--- src/rtl/xbar_pkg.sv ---
package xbar_pkg;
  localparam int NUM_COLS     = 16;
  localparam int NUM_ROWS     = 16;
  localparam int SEL_W        = $clog2(NUM_COLS);
  localparam int NUM_REG_COLS = 8;
  // column map
  localparam int COL_SUM   = 8;
  localparam int COL_AND   = 9;
  localparam int COL_NOT   = 10;
  localparam int COL_DLY   = 11;
  localparam int COL_CONST = 12;
  localparam int COL_DATA  = 13;
  // row map
  localparam int ROW_TOS     = 0;
  localparam int ROW_NOS     = 1;
  localparam int ROW_NOT_IN  = 8;
  localparam int ROW_AND_A   = 9;
  localparam int ROW_AND_B   = 10;
  localparam int ROW_ADD_A   = 11;
  localparam int ROW_ADD_B   = 12;
  localparam int ROW_DLY_CAP = 13;
  localparam int OP_ROW_LO   = 8;
  localparam int OP_ROW_HI   = 12;
endpackage

--- src/rtl/xbar_matrix.sv ---
module xbar_matrix #(
  parameter int NUM_ROWS = 16,
  parameter int NUM_COLS = 16,
  parameter int SEL_W    = $clog2(NUM_COLS),
  parameter int OP_LO    = 8,
  parameter int OP_HI    = 12
) (
  input  logic [NUM_COLS-1:0]       col_full_i,
  input  logic [NUM_COLS-1:0]       col_safe_i,
  input  logic [NUM_ROWS*SEL_W-1:0] sel_i,
  output logic [NUM_ROWS-1:0]       row_o
);
  for (genvar r = 0; r < NUM_ROWS; r++) begin : g_row
    logic [SEL_W-1:0] sel;
    assign sel = sel_i[r*SEL_W +: SEL_W];
    if (r >= OP_LO && r <= OP_HI) begin : g_op
      // operand rows see ALU result columns as 0
      assign row_o[r] = col_safe_i[sel];
    end else begin : g_plain
      assign row_o[r] = col_full_i[sel];
    end
  end
endmodule

--- src/rtl/xbar_alu.sv ---
module xbar_alu (
  input  logic not_in_i,
  input  logic and_a_i,
  input  logic and_b_i,
  input  logic add_a_i,
  input  logic add_b_i,
  input  logic carry_i,
  output logic not_o,
  output logic and_o,
  output logic sum_o
);
  assign not_o = ~not_in_i;
  assign and_o = and_a_i & and_b_i;
  assign sum_o = carry_i ^ add_a_i ^ add_b_i;
endmodule

--- src/rtl/xbar_flags.sv ---
module xbar_flags (
  input  logic clk_i,
  input  logic rst_ni,
  input  logic clear_i,
  input  logic step_i,
  input  logic add_a_i,
  input  logic add_b_i,
  input  logic dly_cap_i,
  input  logic tos_bit_i,
  input  logic nos_bit_i,
  input  logic and_bit_i,
  output logic carry_o,
  output logic delay_o,
  output logic zero_tos_o,
  output logic zero_nos_o,
  output logic zero_and_o
);
  logic carry_q, delay_q, ztos_q, znos_q, zand_q;
  logic adv;

  assign adv = step_i & ~clear_i;

  always_ff @(posedge clk_i or negedge rst_ni) begin
    if (!rst_ni) begin
      carry_q <= 1'b0;
      delay_q <= 1'b0;
      ztos_q  <= 1'b1;
      znos_q  <= 1'b1;
      zand_q  <= 1'b1;
    end else if (clear_i) begin
      carry_q <= 1'b0;
      delay_q <= 1'b0;
      ztos_q  <= 1'b1;
      znos_q  <= 1'b1;
      zand_q  <= 1'b1;
    end else if (adv) begin
      carry_q <= (carry_q & add_a_i) | (carry_q & add_b_i) | (add_a_i & add_b_i);
      delay_q <= dly_cap_i;
      ztos_q  <= ztos_q & ~tos_bit_i;
      znos_q  <= znos_q & ~nos_bit_i;
      zand_q  <= zand_q & ~and_bit_i;
    end
  end

  assign carry_o    = carry_q;
  assign delay_o    = delay_q;
  assign zero_tos_o = ztos_q;
  assign zero_nos_o = znos_q;
  assign zero_and_o = zand_q;

  AST_CLEAR_STATE: assert property (@(posedge clk_i) disable iff (!rst_ni)
    clear_i |=> (!carry_q && !delay_q && ztos_q && znos_q && zand_q));
  AST_FLAGS_HOLD: assert property (@(posedge clk_i) disable iff (!rst_ni)
    (!clear_i && !step_i) |=> ($stable(carry_q) && $stable(delay_q) && $stable(ztos_q)
                               && $stable(znos_q) && $stable(zand_q)));
  AST_ZERO_STICKY: assert property (@(posedge clk_i) disable iff (!rst_ni)
    (!clear_i && !ztos_q) |=> !ztos_q);
  AST_CARRY_GEN: assert property (@(posedge clk_i) disable iff (!rst_ni)
    (adv && add_a_i && add_b_i) |=> carry_q);
  AST_CARRY_KILL: assert property (@(posedge clk_i) disable iff (!rst_ni)
    (adv && !add_a_i && !add_b_i) |=> !carry_q);
  AST_DELAY_CAP: assert property (@(posedge clk_i) disable iff (!rst_ni)
    adv |=> (delay_q == $past(dly_cap_i)));
endmodule

--- src/rtl/xbar_serial_alu.sv ---
module xbar_serial_alu
  import xbar_pkg::*;
#(
  parameter int ROWS  = NUM_ROWS,
  parameter int COLS  = NUM_COLS,
  parameter int REG_N = NUM_REG_COLS,
  localparam int SW   = $clog2(COLS)
) (
  input  logic                 clk_i,
  input  logic                 rst_ni,
  input  logic [REG_N-1:0]     reg_bits_i,
  input  logic                 const_bit_i,
  input  logic                 data_bit_i,
  input  logic [ROWS*SW-1:0]   sel_i,
  input  logic                 step_i,
  input  logic                 clear_i,
  output logic [ROWS-1:0]      row_o,
  output logic                 carry_o,
  output logic                 delay_o,
  output logic                 zero_tos_o,
  output logic                 zero_nos_o,
  output logic                 zero_and_o
);
  logic [COLS-1:0] col_full, col_safe;
  logic sum_b, and_b, not_b;
  logic carry_q, delay_q;

  always_comb begin
    col_full            = '0;
    col_full[REG_N-1:0] = reg_bits_i;
    col_full[COL_SUM]   = sum_b;
    col_full[COL_AND]   = and_b;
    col_full[COL_NOT]   = not_b;
    col_full[COL_DLY]   = delay_q;
    col_full[COL_CONST] = const_bit_i;
    col_full[COL_DATA]  = data_bit_i;
  end

  always_comb begin
    col_safe            = '0;
    col_safe[REG_N-1:0] = reg_bits_i;
    col_safe[COL_DLY]   = delay_q;
    col_safe[COL_CONST] = const_bit_i;
    col_safe[COL_DATA]  = data_bit_i;
  end

  xbar_matrix #(
    .NUM_ROWS (ROWS),
    .NUM_COLS (COLS),
    .SEL_W    (SW),
    .OP_LO    (OP_ROW_LO),
    .OP_HI    (OP_ROW_HI)
  ) u_matrix (
    .col_full_i (col_full),
    .col_safe_i (col_safe),
    .sel_i      (sel_i),
    .row_o      (row_o)
  );

  xbar_alu u_alu (
    .not_in_i (row_o[ROW_NOT_IN]),
    .and_a_i  (row_o[ROW_AND_A]),
    .and_b_i  (row_o[ROW_AND_B]),
    .add_a_i  (row_o[ROW_ADD_A]),
    .add_b_i  (row_o[ROW_ADD_B]),
    .carry_i  (carry_q),
    .not_o    (not_b),
    .and_o    (and_b),
    .sum_o    (sum_b)
  );

  xbar_flags u_flags (
    .clk_i      (clk_i),
    .rst_ni     (rst_ni),
    .clear_i    (clear_i),
    .step_i     (step_i),
    .add_a_i    (row_o[ROW_ADD_A]),
    .add_b_i    (row_o[ROW_ADD_B]),
    .dly_cap_i  (row_o[ROW_DLY_CAP]),
    .tos_bit_i  (row_o[ROW_TOS]),
    .nos_bit_i  (row_o[ROW_NOS]),
    .and_bit_i  (and_b),
    .carry_o    (carry_q),
    .delay_o    (delay_q),
    .zero_tos_o (zero_tos_o),
    .zero_nos_o (zero_nos_o),
    .zero_and_o (zero_and_o)
  );

  assign carry_o = carry_q;
  assign delay_o = delay_q;

  AST_OPERAND_MASK: assert property (@(posedge clk_i) disable iff (!rst_ni)
    (sel_i[ROW_NOT_IN*SW +: SW] == SW'(COL_SUM)) |-> !row_o[ROW_NOT_IN]);
  AST_ZERO_COLS: assert property (@(posedge clk_i) disable iff (!rst_ni)
    (sel_i[ROW_TOS*SW +: SW] == SW'(COLS-1)) |-> !row_o[ROW_TOS]);
endmodule

--- config.mk ---
export PLATFORM = sky130hd
export DESIGN_NAME = xbar_serial_alu
export DESIGN_NICKNAME = d
export VERILOG_FILES = /design/src/rtl/xbar_pkg.sv /design/src/rtl/xbar_matrix.sv /design/src/rtl/xbar_alu.sv /design/src/rtl/xbar_flags.sv /design/src/rtl/xbar_serial_alu.sv
export SDC_FILE = /design/constraint.sdc
export NUM_CORES = 1
export LEC_CHECK = 0
export ABC_AREA = 1
export BUFFER_PORTS_ARGS = -buffer_cell sky130_fd_sc_hd__clkbuf_2
export CORE_MARGIN = 4
export CORE_UTILIZATION = 48
export DETAILED_ROUTE_END_ITERATION = 8
export PLACE_DENSITY = 0.81
export REMOVE_ABC_BUFFERS = 1
export SKIP_LAST_GASP = 1
export SLEW_MARGIN = 5
export SYNTH_ARGS = -nofsm -noshare
export SYNTH_HDL_FRONTEND = slang
export SYNTH_HIERARCHICAL = 1
export SYNTH_SLANG_ARGS = --single-unit
--- constraint.sdc ---
create_clock -name clk_i -period 1.7 [get_ports clk_i]
set_input_delay 0.085 -clock clk_i [delete_from_list [all_inputs] [get_ports clk_i]]
set_output_delay 0.085 -clock clk_i [all_outputs]
set_load 0.005 [all_outputs]
### Word level (Yosys, flattened, before mapping)

Cells that the tools add are included.

| cells by class | value |
|---|---|
| magnitude comparators | 16 |
| mux-type cells | 42 |
| bitwise gates (word level) | 17 |
| reductions and logical operators | 1 |

Operator list:

| kind | count |
|---|---|
| < comparator 4 x 5 -> 1 bit (second input constant) | 16 |
| binary-select mux 1 bit (select 4 bit) | 16 |
| two-way mux 1 bit | 26 |
| AND 1 bit | 8 |
| NOT 1 bit | 5 |
| bitwise OR 1 bit | 2 |
| nonzero test 2 bit | 1 |
| XOR 1 bit | 2 |

| word-level totals | value |
|---|---|
| bits in registers | 5 |
| input bits | 78 |
| output and inout port bits | 21 |
| word-level logic and storage cells | 81 |

### Logic depth before layout (Yosys ltp)

| depth | value |
|---|---|
| word-level depth | 10 |
| mapped depth | 22 |

### Hierarchy

The synthesis kept the hierarchy.

Modules (own cells, without submodules):

| module | times used | cells each | area each (um^2) | seq. area each (um^2) |
|---|---|---|---|---|
| xbar_matrix | 1 | 624 | 2,864.0 | 0.0 |
| xbar_flags | 1 | 29 | 225.2 | 128.9 |
| xbar_alu | 1 | 12 | 46.3 | 0.0 |
| xbar_serial_alu | 1 | 1 | 3.8 | 0.0 |

### Worst setup path before layout

No wires, ideal clock.

| timing | value |
|---|---|
| path type | register to register |
| start | reg u_flags.delay_q, in the netlist u_flags/delay_o |
| end | reg u_flags.znos_q, in the netlist u_flags/zero_nos_o |
| setup time | 0.077 ns |
| arrival time | 1.748 ns |
| required time | 1.623 ns |
| path slack | -0.126 ns |
| cell stages (with the launch flop) | 22 |
| path buffers | 1 |
| period minus slack after synthesis | 1.826 ns |
| cell sequence | dfrtp_1 inv_1 nand2_1 nand3_1 nand3_1 nand3_1 nand2_1 inv_1 nand2_1 nand2_1 nand2_1 nand2_1 inv_1 buf_4 nand2_1 nand3_1 nand3_1 nand3_1 nand2_1 nand2_1 nand2_1 nand2_1 |

| on the way | value |
|---|---|
| word-level cells in the longest chain between the ends | 10 |
| elaborated cells on any way between the ends | 20 |
| classes of those cells | mux: 14; bitwise: 6 |

RTL lines:

| item | line | source |
|---|---|---|
| start, declared | xbar_flags.sv:18 | `logic carry_q, delay_q, ztos_q, znos_q, zand_q;` |
| start signal, assigned | xbar_flags.sv:38 | `delay_q <= dly_cap_i;` |
| binary-select mux 1 bit (select 4 bit) | xbar_matrix.sv:18 | `assign row_o[r] = col_safe_i[sel];` |
| two-way mux 1 bit (not written as such) | xbar_matrix.sv:18 |  |
| named net row_o[11] | xbar_serial_alu.sv:17 | `output logic [ROWS-1:0] row_o,` |
| XOR 1 bit (2 in series) | xbar_alu.sv:14 | `assign sum_o = carry_i ^ add_a_i ^ add_b_i;` |
| named net sum_b | xbar_serial_alu.sv:25 | `logic sum_b, and_b, not_b;` |
| binary-select mux 1 bit (select 4 bit) | xbar_matrix.sv:20 | `assign row_o[r] = col_full_i[sel];` |
| two-way mux 1 bit (not written as such) | xbar_matrix.sv:20 |  |
| named net row_o[1] | xbar_serial_alu.sv:17 |  |
| NOT 1 bit | xbar_flags.sv:40 | `znos_q <= znos_q & ~nos_bit_i;` |
| AND 1 bit | xbar_flags.sv:40 |  |
| two-way mux 1 bit | xbar_flags.sv:36 | `end else if (adv) begin` |
| two-way mux 1 bit | xbar_flags.sv:30 | `end else if (clear_i) begin` |
| end signal, assigned | xbar_flags.sv:40 |  |
| end, declared | xbar_flags.sv:18 |  |

The timed path passes the listed nets, and every way through them passes these cells. The select of a mux whose other input is x is not followed.
A chain may end at the register's enable or synchronous reset.

### Worst setup path after layout

| timing | value |
|---|---|
| start | reg u_flags.delay_q, in the netlist u_flags/delay_o |
| end | out row_o[0] |

| on the way | value |
|---|---|
| word-level cells in the longest chain between the ends | 6 |
| elaborated cells on any way between the ends | 16 |
| classes of those cells | mux: 12; bitwise: 4 |

RTL lines:

| item | line |
|---|---|
| binary-select mux 1 bit (select 4 bit) | xbar_matrix.sv:18 |
| two-way mux 1 bit (not written as such) | xbar_matrix.sv:18 |
| XOR 1 bit | xbar_alu.sv:14 |
| XOR 1 bit (*) | xbar_alu.sv:14 |
| named net sum_b | xbar_serial_alu.sv:25 |
| binary-select mux 1 bit (select 4 bit) (*) | xbar_matrix.sv:20 |
| two-way mux 1 bit (not written as such) (*) | xbar_matrix.sv:20 |
| end, declared | xbar_serial_alu.sv:17 |

Mark *: on every way through the listed nets, which the timed path passes. The rest lies on a longest branch. The select of a mux whose other input is x is not followed.

==> flow_summary.yaml <==
cts:
  h-tree-depth: 1
  cts-root-buf: "clkbuf_8"
  cts_tree: "built"
  cts_buffers: 3
  cts.reportedPaths.clkPinSlew_ns: 0.04
  clk_latency_ns: 0.22
  cts.path.max_buffers: 2
  clkSinkCount: 5
layout:
  syn2layout_area_growth_pct: 30.3
  num_antenna_cells: 0
  seq_area_um2: 129
  fin_nets: 865
  fin_cells: 863
  fin_area_mm2: 0.00409
  drive_above_1_share: 0.300
  fin_util: 0.644
  multi_input_area_mm2: 0.00251
  fillers: 611
job:
  cap_violations: 0
power_and_ir_drop:
  vdd_drop_max_mv: 0.873
  p_int_uw: 818
  combPwrFrac: 0.781
  p_leak_nw: 2.48
  power.switching_uw: 820
  p_seq_frac: 0.088
  switching_share: 0.501
  power_density_mw_per_mm2: 401
  total_power_mw: 1.64
  clock_power_share: 0.131
detailed_routing:
  via_count: 4850
  wire_per_inst_um: 13.7
  ant_nets: 0
  vias_per_cell: 5.62
  drtIter0Drc: 577
  wirelength_um: 11800
  drt_first_pass_iters: 9
  drc: 1
floorplanning:
  die_y_um: 88.9
  dieArea_mm2: 0.00790
  core_mm2: 0.00635
  dieWidth_um: 88.9
  start_util: 0.494
  rows: 29
  io_pins: 99
synth:
  post-synth-top-area-cell: "nand3_1"
  avgSynthCellArea_um2: 4.71
  synth_area_mm2: 0.00314
  ys_warn_count: 6
  synth-seq-cells: 5
  ys_types: 12
  synth_top_area_share: 0.362
  synthTopCellsByArea: "nand3_1 36%, nand2_1 35%, inv_1 10%"
  syn_inst: 666
  yosysSeqAreaShare: 0.0411
critical_path:
  crit_fanout: 5
  crit_type: "reg -> out"
  required_ns: 1.62
  end_kind: "output pin"
  cp.arrival_ns: 1.99
  startpoint_type: "register"
global_route:
  grt_pass1_vias: 4273
  grt_util_all_layers: 0.281
  grt_pass1_wl_um: 18300
  grt_overflow_total: 0
  grt_max_degree: 12
  antenna_found_initial: 0
sta:
  setup_violations: 14
  fin_crit_ns: 2.07
  period_share: 1.22
  setup_ws_ns: -0.372
  final.setup.tns_ns: -4.42
  hold_ws_ns: 0.116
  skew_ns: 0.00214
  hold_viol_final: 0
  max_freq_mhz: 483
  final_max_slew_viol_count: 0
  rsz0062_at_grt: "yes"
place:
  place_ws_ns: -0.259
  place_area_mm2: 0.00368
  io_buffers: 98
  placedCellCount: 848
  gp_congestion: 0.968
  dp_hpwl_um: 8340
worst_hold_path:
  hold_class: "in -> reg"
status:
  violations: "design-rule violations, negative setup slack"
  outcome: "finished, violations left"
## worst max-delay path, stage by stage (launching register included)
cell and delay [ns]:
dfrtp_1 0.38, inv_2 0.09, buf_12 0.11, nand2_2 0.04, nand3_2 0.06, nand3_1 0.06, nand3_1 0.09, nand2_2 0.07
inv_1 0.05, nand2_1 0.04, nand2_1 0.07, inv_2 0.06, buf_4 0.14, nand2_2 0.05, nand3_2 0.08, nand3_2 0.10
nand3_2 0.07, nand2_2 0.08, buf_2 0.11
## cell usage in the layout (no fill, tap or decap)
cell type	count
nand2_1	267
nand3_1	192
clkbuf_2	94
inv_1	79
buf_4	36
nand3_2	35
nand2_2	27
inv_4	17
inv_2	10
buf_6	7
conb_1	7
clkbuf_8	3
buf_2	3
dfstp_2	3
dfrtp_1	2
clkbuf_1	1
dlygate4sd3_1	1
o21ai_0	1
buf_12	1
## Yosys cell counts
cell type and count:
dfrtp_1 2, conb_1 1, inv_1 85, inv_2 5, o21ai_0 1, dfstp_2 3, buf_4 11, buf_6 21
nand3_1 227, nand2_1 292, nand2_2 2, inv_4 16
## power by group through the flow
stage	registers (mW)	logic [mW]	clock network, mW
2_1_floorplan	0.145	0.587	0
3_3_place_gp	0.144	1.02	0
3_5_place_dp	0.144	1.05	0
4_1_cts	0.143	1.10	0.218
5_1_grt	0.146	1.40	0.226
6_report	0.144	1.28	0.215
## state kept, by name, summed over array words and instances, names as in the netlist
name                count
u_flags/carry_o         1
u_flags/delay_o         1
u_flags/zero_and_o      1
u_flags/zero_nos_o      1
u_flags/zero_tos_o      1
## cell families after synthesis
logic type / Yosys count / synth area share
and+or+nand+nor: 521 / 0.715
DFF: 5 / 0.0411
AOI/OAI and AO/OA: 1 / 0.00159
buffers and inverters: 138 / 0.241
other: 1 / 0.00119
## routing by layer
metal,up-vias,GRT usage,routed length (um)
met3,63,0.0168,1290
met4,0,0.132,482
met5,-,0,0
met2,338,0.484,5610
li1,2336,-,-
met1,2113,0.356,4470
## layout make-up
class,instances,area share
repair buffers,142,0.211
well taps,77,0.0236
multi-input cells,529,0.615
inverters,106,0.108
flip-flops and latches,5,0.0315
clock buffers,4,0.0110
## path summary, 6_finish.rpt
kind,slack (ns),endpoint,startpoint,cells after the start
max,-0.37,row_o[0],u_flags/delay_o,18
max reg2reg,-0.28,u_flags/zero_tos_o,u_flags/delay_o,21
max in group asynchronous,1.26,u_flags/zero_and_o,rst_ni,2
min in group asynchronous,0.22,u_flags/carry_o,rst_ni,2
min reg2reg,0.46,u_flags/zero_tos_o,u_flags/zero_tos_o,2
min,0.12,u_flags/zero_nos_o,clear_i,3
## timing repair
item	CTS	global route
endpoints found under the setup margin	14	14
resized for setup	19	59
hold buffers	1	0
pin swaps	27	27
hold endpoints to repair	5	0
buffers inserted	3	7
No activity file was read; power rests on OpenSTA's default activity.
